<file path="config.mk">
export PLATFORM = sky130hd
export DESIGN_NAME = rtc_cmp
export DESIGN_NICKNAME = d
export VERILOG_FILES = /design/src/rtl/rtcc_pkg.sv /design/src/rtl/rtcc_div_stage.sv /design/src/rtl/rtcc_prescaler.sv /design/src/rtl/rtcc_core.sv /design/src/rtl/rtc_cmp.sv
export SDC_FILE = /design/constraint.sdc
export NUM_CORES = 1
export LEC_CHECK = 0
export BUFFER_PORTS_ARGS = -buffer_cell sky130_fd_sc_hd__buf_4
export CAP_MARGIN = 20
export CORE_UTILIZATION = 25
export CTS_BUF_LIST = sky130_fd_sc_hd__clkbuf_4 sky130_fd_sc_hd__clkbuf_8
export CTS_CLUSTER_DIAMETER = 30
export CTS_CLUSTER_SIZE = 10
export DETAILED_ROUTE_END_ITERATION = 12
export PLACE_DENSITY = 0.45
export SLEW_MARGIN = 40
export SYNTH_ARGS = -nofsm -noshare
export SYNTH_HDL_FRONTEND = slang
export SYNTH_SLANG_ARGS = --single-unit
</file>
<file path="constraint.sdc">
create_clock -name clk -period 4.3 [get_ports clk]
set_input_delay 0.86 -clock clk [delete_from_list [all_inputs] [get_ports clk]]
set_output_delay 0.86 -clock clk [all_outputs]
set_load 0.05 [all_outputs]
</file>
<file path="src/rtl/rtcc_pkg.sv">
// Package: register offsets, bit positions and shared types of the
// real-time counter. Assumes a byte-addressed bus with word registers.
package rtcc_pkg;
    localparam int OFS_SUPV = 'h00;
    localparam int OFS_CTRL = 'h04;
    localparam int OFS_STAT = 'h08;
    localparam int OFS_CNT  = 'h0C;
    localparam int OFS_PER  = 'h10;
    localparam int OFS_ALRM = 'h14;

    // control bit positions
    localparam int B_EN      = 31;
    localparam int B_ALRM_IE = 30;
    localparam int B_ROLL_IE = 28;
    localparam int B_PER_EN  = 15;
    localparam int B_PER_IE  = 14;
    localparam int B_SEL_HI  = 13;
    localparam int B_SEL_LO  = 12;
    localparam int B_DIVA    = 11;
    localparam int B_DIVB    = 10;

    // status bit positions
    localparam int B_ALRM_F = 29;
    localparam int B_BUSY   = 18;
    localparam int B_PER_F  = 13;
    localparam int B_ROLL_F = 10;

    localparam logic [1:0] SEL_SLOW = 2'd0;
    localparam logic [1:0] SEL_FAST = 2'd2;

    localparam int ALARM_MIN = 4;

    typedef struct packed {
        logic       en;
        logic       alrm_ie;
        logic       roll_ie;
        logic       per_en;
        logic       per_ie;
        logic [1:0] sel;
        logic       div_a;
        logic       div_b;
    } ctrl_t;
endpackage

</file>
<file path="src/rtl/rtcc_div_stage.sv">
// One power-of-two divide stage. When it is bypassed, the tick passes
// straight through. Assumes LOG2 >= 1 and tick_in is a one-cycle pulse.
module rtcc_div_stage #(
    parameter int LOG2 = 9
) (
    input  logic clk,
    input  logic rst_n,
    input  logic clr,
    input  logic div_en,
    input  logic tick_in,
    output logic tick_out
);
    logic [LOG2-1:0] cnt_q;

    // count input ticks; restart when cleared or bypassed
    always_ff @(posedge clk) begin
        if (!rst_n || clr || !div_en)
            cnt_q <= '0;
        else if (tick_in)
            cnt_q <= cnt_q + 1'b1;
    end

    assign tick_out = div_en ? (tick_in & (&cnt_q)) : tick_in;
endmodule

</file>
<file path="src/rtl/rtcc_prescaler.sv">
// Source select followed by two cascadable divide stages. The stages are
// held cleared while the counter is disabled. Assumes the source inputs
// are one-cycle pulses synchronous to clk.
module rtcc_prescaler #(
    parameter int DIVA_LOG2 = 9,
    parameter int DIVB_LOG2 = 5
) (
    input  logic       clk,
    input  logic       rst_n,
    input  logic       clr,
    input  logic [1:0] sel,
    input  logic       div_a,
    input  logic       div_b,
    input  logic       slow_tick,
    input  logic       fast_tick,
    output logic       tick
);
    import rtcc_pkg::*;

    logic src_tick;
    logic mid_tick;

    // pick the source pulse; unused codes give no pulse
    always_comb begin
        case (sel)
            SEL_SLOW: src_tick = slow_tick;
            SEL_FAST: src_tick = fast_tick;
            default:  src_tick = 1'b0;
        endcase
    end

    rtcc_div_stage #(.LOG2(DIVA_LOG2)) u_stage_a (
        .clk(clk), .rst_n(rst_n), .clr(clr), .div_en(div_a),
        .tick_in(src_tick), .tick_out(mid_tick)
    );

    rtcc_div_stage #(.LOG2(DIVB_LOG2)) u_stage_b (
        .clk(clk), .rst_n(rst_n), .clr(clr), .div_en(div_b),
        .tick_in(mid_tick), .tick_out(tick)
    );
endmodule

</file>
<file path="src/rtl/rtcc_core.sv">
// Counter core: the main counter, the alarm compare with its sync window,
// the periodic compare and the rollover event. The events are one-cycle
// pulses. Assumes tick is already divided and gated by the source select.
module rtcc_core #(
    parameter int CNT_W      = 32,
    parameter int SYNC_TICKS = 2
) (
    input  logic             clk,
    input  logic             rst_n,
    input  logic             cnt_en,
    input  logic             tick,
    input  logic             per_en,
    input  logic [CNT_W-1:0] per_val,
    input  logic [CNT_W-1:0] alrm_val,
    input  logic             alrm_wr,
    output logic [CNT_W-1:0] count,
    output logic             roll_evt,
    output logic             alrm_evt,
    output logic             per_evt,
    output logic             sync_busy
);
    localparam int SW = $clog2(SYNC_TICKS + 1);

    logic             en_q;
    logic             start;
    logic             adv;
    logic [SW-1:0]    sync_q;
    logic [CNT_W-1:0] per_cnt_q;
    logic [CNT_W-1:0] nxt;

    assign start     = cnt_en & ~en_q;
    assign adv       = tick & cnt_en & ~start;
    assign nxt       = count + 1'b1;
    assign sync_busy = (sync_q != '0);
    assign roll_evt  = adv & (&count);
    assign alrm_evt  = adv & ~sync_busy & (alrm_val != '0) & (nxt == alrm_val);
    assign per_evt   = adv & per_en & (per_val != '0) & ((per_cnt_q + 1'b1) == per_val);

    // remember enable to find its rising edge
    always_ff @(posedge clk) begin
        if (!rst_n) en_q <= 1'b0;
        else        en_q <= cnt_en;
    end

    // main counter: zero on enable rise, step on each divided tick
    always_ff @(posedge clk) begin
        if (!rst_n)     count <= '0;
        else if (start) count <= '0;
        else if (adv)   count <= nxt;
    end

    // alarm sync window, counted in divided ticks
    always_ff @(posedge clk) begin
        if (!rst_n)                 sync_q <= '0;
        else if (alrm_wr)           sync_q <= SW'(SYNC_TICKS);
        else if (adv && sync_busy)  sync_q <= sync_q - 1'b1;
    end

    // periodic compare counter, restarts after each hit
    always_ff @(posedge clk) begin
        if (!rst_n || !per_en || start) per_cnt_q <= '0;
        else if (per_evt)               per_cnt_q <= '0;
        else if (adv)                   per_cnt_q <= per_cnt_q + 1'b1;
    end
endmodule

</file>
<file path="src/rtl/rtc_cmp.sv">
// Top of the real-time counter: register file, status flags with
// write-1-to-clear, and the combined interrupt. Assumes CNT_W <= 32 and
// that every register sits at a word-aligned byte offset.
module rtc_cmp #(
    parameter int CNT_W      = 32,
    parameter int DIVA_LOG2  = 9,
    parameter int DIVB_LOG2  = 5,
    parameter int SYNC_TICKS = 2,
    parameter int ADDR_W     = 5
) (
    input  logic              clk,
    input  logic              rst_n,
    input  logic              slow_tick,
    input  logic              fast_tick,
    input  logic              bus_wr,
    input  logic [ADDR_W-1:0] bus_addr,
    input  logic [31:0]       bus_wdata,
    output logic [31:0]       bus_rdata,
    output logic              irq
);
    import rtcc_pkg::*;

    ctrl_t            ctrl_q;
    logic             supv_q;
    logic [CNT_W-1:0] per_q;
    logic [CNT_W-1:0] alrm_q;
    logic [CNT_W-1:0] wval;
    logic             alrm_f_q, per_f_q, roll_f_q;
    logic             wr_supv, wr_ctrl, wr_stat, wr_per, wr_alrm;
    logic             tick;
    logic [CNT_W-1:0] count;
    logic             roll_evt, alrm_evt, per_evt, sync_busy;
    logic [3:0]       clk_cfg;

    assign wr_supv = bus_wr && (bus_addr == ADDR_W'(OFS_SUPV));
    assign wr_ctrl = bus_wr && (bus_addr == ADDR_W'(OFS_CTRL));
    assign wr_stat = bus_wr && (bus_addr == ADDR_W'(OFS_STAT));
    assign wr_per  = bus_wr && (bus_addr == ADDR_W'(OFS_PER));
    assign wr_alrm = bus_wr && (bus_addr == ADDR_W'(OFS_ALRM));
    assign wval    = bus_wdata[CNT_W-1:0];
    assign clk_cfg = {ctrl_q.sel, ctrl_q.div_a, ctrl_q.div_b};

    // supervisor register: one stored bit
    always_ff @(posedge clk) begin
        if (!rst_n)       supv_q <= 1'b1;
        else if (wr_supv) supv_q <= bus_wdata[31];
    end

    // control register; clock settings locked while counting
    always_ff @(posedge clk) begin
        if (!rst_n) begin
            ctrl_q <= '0;
        end else if (wr_ctrl) begin
            ctrl_q.en      <= bus_wdata[B_EN];
            ctrl_q.alrm_ie <= bus_wdata[B_ALRM_IE];
            ctrl_q.roll_ie <= bus_wdata[B_ROLL_IE];
            ctrl_q.per_en  <= bus_wdata[B_PER_EN];
            ctrl_q.per_ie  <= bus_wdata[B_PER_IE];
            if (!ctrl_q.en) begin
                ctrl_q.sel   <= bus_wdata[B_SEL_HI:B_SEL_LO];
                ctrl_q.div_a <= bus_wdata[B_DIVA];
                ctrl_q.div_b <= bus_wdata[B_DIVB];
            end
        end
    end

    // periodic value register
    always_ff @(posedge clk) begin
        if (!rst_n)      per_q <= '0;
        else if (wr_per) per_q <= wval;
    end

    // alarm value register; small non-zero values raised to the minimum
    always_ff @(posedge clk) begin
        if (!rst_n)
            alrm_q <= '0;
        else if (wr_alrm) begin
            if (wval != '0 && wval < CNT_W'(ALARM_MIN))
                alrm_q <= CNT_W'(ALARM_MIN);
            else
                alrm_q <= wval;
        end
    end

    // status flags: an event wins over a write-1 clear
    always_ff @(posedge clk) begin
        if (!rst_n) begin
            alrm_f_q <= 1'b0;
            per_f_q  <= 1'b0;
            roll_f_q <= 1'b0;
        end else begin
            alrm_f_q <= alrm_evt | (alrm_f_q & ~(wr_stat & bus_wdata[B_ALRM_F]));
            per_f_q  <= per_evt  | (per_f_q  & ~(wr_stat & bus_wdata[B_PER_F]));
            roll_f_q <= roll_evt | (roll_f_q & ~(wr_stat & bus_wdata[B_ROLL_F]));
        end
    end

    rtcc_prescaler #(.DIVA_LOG2(DIVA_LOG2), .DIVB_LOG2(DIVB_LOG2)) u_presc (
        .clk(clk), .rst_n(rst_n), .clr(~ctrl_q.en), .sel(ctrl_q.sel),
        .div_a(ctrl_q.div_a), .div_b(ctrl_q.div_b),
        .slow_tick(slow_tick), .fast_tick(fast_tick), .tick(tick)
    );

    rtcc_core #(.CNT_W(CNT_W), .SYNC_TICKS(SYNC_TICKS)) u_core (
        .clk(clk), .rst_n(rst_n), .cnt_en(ctrl_q.en), .tick(tick),
        .per_en(ctrl_q.per_en), .per_val(per_q), .alrm_val(alrm_q),
        .alrm_wr(wr_alrm), .count(count), .roll_evt(roll_evt),
        .alrm_evt(alrm_evt), .per_evt(per_evt), .sync_busy(sync_busy)
    );

    // combined interrupt; rollover also needs the alarm enable
    assign irq = (alrm_f_q & ctrl_q.alrm_ie)
               | (per_f_q  & ctrl_q.per_ie)
               | (roll_f_q & ctrl_q.roll_ie & ctrl_q.alrm_ie);

    // read mux
    always_comb begin
        bus_rdata = '0;
        case (bus_addr)
            ADDR_W'(OFS_SUPV): bus_rdata[31] = supv_q;
            ADDR_W'(OFS_CTRL): begin
                bus_rdata[B_EN]            = ctrl_q.en;
                bus_rdata[B_ALRM_IE]       = ctrl_q.alrm_ie;
                bus_rdata[B_ROLL_IE]       = ctrl_q.roll_ie;
                bus_rdata[B_PER_EN]        = ctrl_q.per_en;
                bus_rdata[B_PER_IE]        = ctrl_q.per_ie;
                bus_rdata[B_SEL_HI:B_SEL_LO] = ctrl_q.sel;
                bus_rdata[B_DIVA]          = ctrl_q.div_a;
                bus_rdata[B_DIVB]          = ctrl_q.div_b;
            end
            ADDR_W'(OFS_STAT): begin
                bus_rdata[B_ALRM_F] = alrm_f_q;
                bus_rdata[B_BUSY]   = sync_busy;
                bus_rdata[B_PER_F]  = per_f_q;
                bus_rdata[B_ROLL_F] = roll_f_q;
            end
            ADDR_W'(OFS_CNT):  bus_rdata[CNT_W-1:0] = count;
            ADDR_W'(OFS_PER):  bus_rdata[CNT_W-1:0] = per_q;
            ADDR_W'(OFS_ALRM): bus_rdata[CNT_W-1:0] = alrm_q;
            default:           bus_rdata = '0;
        endcase
    end
endmodule

</file>
-- Yosys cells after proc, flatten, opt, wreduce, memory -nomap -nowiden
Index checks and enable logic that the tools add are counted.
- memories kept: 0
- bits in latches: 0
- bits in writable memories: 0
- bits in read-only memories: 0
- input bits: 42
- output and inout bits: 33
- logic and storage cells: 118
- flip-flop bits (word level): 158
- $mul: 0
- eq/ne operators: 8
- $lt $le $gt $ge: 1
- bitwise logic cells: 35
- reduce and logical (&&, ||, !) cells: 30
- add/subtract/negate cells: 5
- shifts and indexed selects: 0
- div/mod/pow operators: 0
- mux-type cells: 18
- operator list (operator ; number):
    $reduce_bool A32 Y1 ; 3
    $add A32 B1 Y32 const B ; 2
    $eq A32 B32 Y1 ; 2
    $lt A32 B3 Y1 const B ; 1
    $mux W32 ; 1
    $reduce_and A32 Y1 ; 1
    $pmux W10 S3 ; 1
    $pmux W9 S3 ; 1
    $and A1 B1 Y1 ; 22
    $pmux W1 S4 ; 4
    $pmux W2 S4 ; 2
    $pmux W1 S5 ; 3
    $eq A5 B4 Y1 const B ; 2
    $eq A5 B5 Y1 const B ; 2
    $add A9 B1 Y9 const B ; 1
    $reduce_and A9 Y1 ; 1
    $not A1 Y1 ; 8
    $logic_and A1 B1 Y1 ; 7
    $pmux W2 S3 ; 1
    $reduce_or A2 Y1 ; 3
    $add A5 B1 Y5 const B ; 1
    $eq A5 B3 Y1 const B ; 1
    $logic_not A5 Y1 ; 1
    $logic_or A1 B1 Y1 ; 5
    11 further kinds ; 21

-- Depth between registers and ports, before layout
- depth after elaboration: 12
- depth in mapped cells: 13

-- Hierarchy
From an unflattened synthesis, not the netlist that was laid out.
- cell total of the unflattened synthesis: 1173
- area, all modules: 9434.0 µm²
- modules (own cells, without submodules) (module ; area each (µm²) ; seq. area each (µm²) ; times used ; cells each):
    rtcc_core ; 5074.9 ; 1341.3 ; 1 ; 656
    rtc_cmp ; 3666.0 ; 1541.5 ; 1 ; 445
    rtcc_div_stage (u_presc.u_stage_a) ; 409.1 ; 180.2 ; 1 ; 45
    rtcc_div_stage (u_presc.u_stage_b) ; 270.3 ; 100.1 ; 1 ; 25
    rtcc_prescaler ; 13.8 ; 0.0 ; 1 ; 2

-- Least setup slack after synthesis
OpenSTA, ideal clock, no wires.
- path kind: input to output
- start point: input port bus_addr[1]
- end point: output port bus_rdata[11]
- data arrival time: 3187 ps
- stages: 4
- setup slack: 253 ps
- data required time: 3440 ps
- path through: nor4b_1 clkbuf_1 a222oi_1 o21ai_0
- word-level cells in the longest chain between the ends: 2
- elaborated cells between the ends (all ways): 5
- those cells by class: eq/ne (4); mux (1)
- ends and longest elaborated chain (what ; line ; source):
    from (decl) ; rtc_cmp.sv:16 ; input logic [ADDR_W-1:0] bus_addr,
    $eq A5 B5 Y1 (tied with other cells) ; rtc_cmp.sv:119 ; case (bus_addr)
    $pmux W2 S4 * ; rtc_cmp.sv:119 ;
    to (decl) ; rtc_cmp.sv:18 ; output logic [31:0] bus_rdata,
Every way passes the cells marked *; elsewhere a longest branch is shown, timed or not.

-- Worst setup path after layout
- start point: register u_core.per_cnt_q[0]
- end point: register u_core.per_cnt_q[29]
- word-level cells in the longest chain between the ends: 4
- ends and longest elaborated chain (what ; line ; source):
    from (decl) ; rtcc_core.sv:28 ; logic [CNT_W-1:0] per_cnt_q;
    from (signal assigned) ; rtcc_core.sv:63 ; else if (adv) per_cnt_q <= per_cnt_q + 1'b1;
    $add A32 B1 Y32 * ; rtcc_core.sv:37, rtcc_core.sv:63 ;
    $eq A32 B32 Y1 ; rtcc_core.sv:37 ; assign per_evt = adv & per_en & (per_val != '0) & ((per_cnt_q + 1'b1) == per_val);
    $and A1 B1 Y1 ; rtcc_core.sv:37 ;
    $reduce_or A2 Y1 (no line) ; - ;
Marked as above.
A chain may end at the register's enable or synchronous reset.

==> impl_metrics.tcl <==
set metrics [dict create \
    power_leakage_nw 3.453 \
    rows 69 \
    setup_ws_ns 0.6693 \
    clockBufferDepth 2 \
    hold_ws_ns 0.4806 \
    reg2reg_depth 10 \
    track_usage 0.1813 \
    die-width_um 192.5 \
    antennaDiodeCount 0 \
    setup_tns_ns 0 \
    post_cts_resized 0 \
    fin_area_sq_mm 0.01053 \
    ios 75 \
    clk_pin_slew_ns 0.08 \
    initial_core_util 0.2545 \
    grt_max_degree 37 \
    syn_nets 1196 \
    finClkSkew_ns 0.01942 \
    wire_per_inst_um 19.73 \
    worstSetupPathType "reg2reg" \
    relSlewSlack 0.4784 \
    path_depth 10 \
    cp-end-kind "register" \
    gp_congestion 0.8412 \
    register_area_sq_mm 0.003163 \
    critPathMaxStageDelay_ns 0.50 \
    synthCells 1147 \
    cts_tree "built" \
    drtIter0Drc 922 \
    cp_num_buf_inv 1 \
    antenna_found_initial 2 \
    grt-ovfl-total 0 \
    p_switching_mw 0.7369 \
    hold_violations 0 \
    async_flop_share 0 \
    critPathLaunchType "register" \
    worstSkewPairLatency_ns 0.48 \
    rsz0062_at_grt "false" \
    drc 14 \
    path_cells "ha_1 -> nand3_1 -> or2_2 -> xnor2_1 -> or4_1 -> nor4_1 -> nand4_1 -> o21ai_4 -> buf_12 -> nor2_1" \
    vias 8609 \
    area_delta_synth_final_pct 15.99 \
    syn_avg_cell_area_sq_um 7.912 \
    power_frac_comb 0.057 \
    fin_crit_sh 0.8444 \
    drt_pass1_iterations 10 \
    core_area_sq_mm 0.03566 \
    cts_made_buffers 17 \
    p_int_mw 2.088 \
    htree_levels 4 \
    cts-root-buf "clkbuf_8" \
    port_buffers 74 \
    worst_ep_arrival_time_ns 4.00 \
    switching_share 0.2609 \
    powerDensity_mw_per_mm2 268.4 \
    multi_input_area_sq_mm 0.005562 \
    holdBufCountCts 0 \
    slew_violations 0 \
    drt_wl_total_um 32730 \
    cpMaxStageDelayCell "dfxtp_1" \
    place_area_sq_mm 0.01012 \
    grt_pass1_wl_um 50220 \
    worstPathMaxFanout 22 \
    synth.cell_area_sq_mm 0.009075 \
    dp_hpwl_um 24840 \
    ys_ff_latch 158 \
    synth_edf_count 0 \
    outcome "finished with violations" \
    post_cts_buffers 0 \
    required_ns 4.67 \
    synthFlopType "dfxtp_1" \
    power_mw 2.825 \
    grt_pass1_vias 8219 \
    p_seq_frac 0.522 \
    drive_gt1_frac 0.1277 \
    peakVddDrop_uv 182.9 \
    drt.antenna.violating_nets 0 \
    max_cap_viol_count 0 \
    power_frac_clock 0.421 \
    synth_warnings 0 \
    path_delay_family "simple AND/OR/NAND/NOR gates" \
    seq_area_frac_synth 0.3485 \
    nets 1234 \
    ys_types 66 \
    dieHeight_um 192.5 \
    violations "DRC" \
    min_path_type "reg2reg" \
    whs_path_depth 2 \
    clock_sinks 158 \
    fill_cells 3902 \
    worstMarginPinSlew_ns 0.7815 \
    min_period_ns 3.631 \
    place_ws_ns 0.7306 \
    dieArea_sq_mm 0.03707 \
    fmax_ghz 0.2754 \
    viasPerCell 5.189 \
    setup_viol 0 \
]
## flip-flops by register name (all words and copies together) (netlist names)
register	cells
u_presc.u_stage_a.cnt_q	9
clk_cfg	4
alrm_q	32
per_f_q	1
supv_q	1
ctrl_q	5
u_core.en_q	1
roll_f_q	1
u_presc.u_stage_b.cnt_q	5
u_core.sync_q	2
u_core.count	32
per_q	32
alrm_f_q	1
u_core.per_cnt_q	32
## layer usage
layer  up-vias  global-route usage  part of all wire
li1       4130                   -                 -
met1      4150              0.2607              0.49
met2       280              0.2676              0.42
met3        47             0.03910             0.066
met4         2             0.05330             0.020
met5         -                   0           0.00040
## synthesized netlist by cell type (all sizes together) (2+ instances only)
library cell	number	area, sq um
nand2b	3	18.77
nand3	45	230.2
a31oi	3	18.77
ha	7	87.58
nor4b	3	32.53
a21oi	65	325.3
a21o	2	15.01
dfxtp	158	3163
a41oi	2	17.52
nor4	40	277.8
nand4	38	259.0
and2	7	43.80
nor2	128	480.5
a211oi	2	15.01
a211o	2	17.52
or4	8	67.56
or3	15	93.84
nand2	153	574.3
and4b	3	30.03
xor2	54	473.0
and4	4	35.03
buf	11	71.32
a221oi	4	35.03
nor2b	7	43.79
o2111ai	2	17.52
xnor2	101	884.6
nor3b	4	30.03
a222oi	9	90.09
inv	17	63.81
a22o	31	271.5
nor3	24	125.1
o21ai	49	256.5
clkbuf	65	245.2
and3	10	62.56
or2	4	25.02
o31ai	3	22.52
o22ai	4	25.02
nand3b	2	15.01
mux2i	23	230.2
a22oi	23	172.7
## stage by stage
step / instances / utilization
floorplan: 1147 / -
global placement: 1627 / 0.2837
detailed placement: 1627 / 0.2837
CTS: 1659 / 0.2952
global route: 1659 / 0.2952
finish: 1659 / 0.2952
## logic make-up (layout without fill, tap and decap cells)
group                    count (synthesis)  in the layout  synth area share
AO/OA/AOI/OAI                          210            210            0.1522
XOR/XNOR                               155            155            0.1496
adder cells (fa/ha/maj)                  7              7          0.009651
buffers and inverters                   93            144           0.04191
flip-flops                             158            158            0.3485
multiplexers                            24             24           0.02661
AND/OR/NAND/NOR                        500            500            0.2715
## tightest hold or removal path, stage by stage, from the launching register on
cell     delay (ns)
dfxtp_1        0.34
nand2_1        0.05
nand3_1        0.07
## layout by cell type (no fill, tap or decap), drive strengths merged, types with 7 or more instances in the layout
cell and n:
a222oi 9, nand4 38, nand2 153, and3 10
nor4 40, inv 19, xnor2 101, dfxtp 158
ha 7, clkbuf 20, nor2 128, or3 15
or4 8, nand3 45, buf 95, xor2 54
a22oi 23, mux2i 23, nor3 24, a22o 31
nor2b 7, o21ai 49, a21oi 65, and2 7
## cell type report
type                            instances  area share
Inverter                               17    0.006062
Tap cell                              461     0.05480
Timing Repair Buffer                   95     0.07132
Clock inverter                         12     0.01284
Multi-Input combinational cell        896      0.5284
Sequential cell                       158      0.3005
Clock buffer                           20     0.02615
## path summary, 6_finish.rpt
check | startpoint | end | slack (ns)
setup / recovery | u_core.per_cnt_q[0] | u_core.per_cnt_q[29] | 0.67
hold / removal | supv_q | supv_q | 0.48
setup reg to reg | u_core.per_cnt_q[0] | u_core.per_cnt_q[29] | 0.67
hold reg to reg | supv_q | supv_q | 0.48
## power groups by stage
stage	combinational (mW)	sequential [mW]	clock [mW]
2_1_floorplan	0.0692	1.51	0
3_3_place_gp	0.159	1.51	0
3_5_place_dp	0.159	1.51	0
4_1_cts	0.160	1.48	1.23
5_1_grt	0.170	1.48	1.28
6_report	0.160	1.48	1.19
Power figures use the tool's default switching activity.
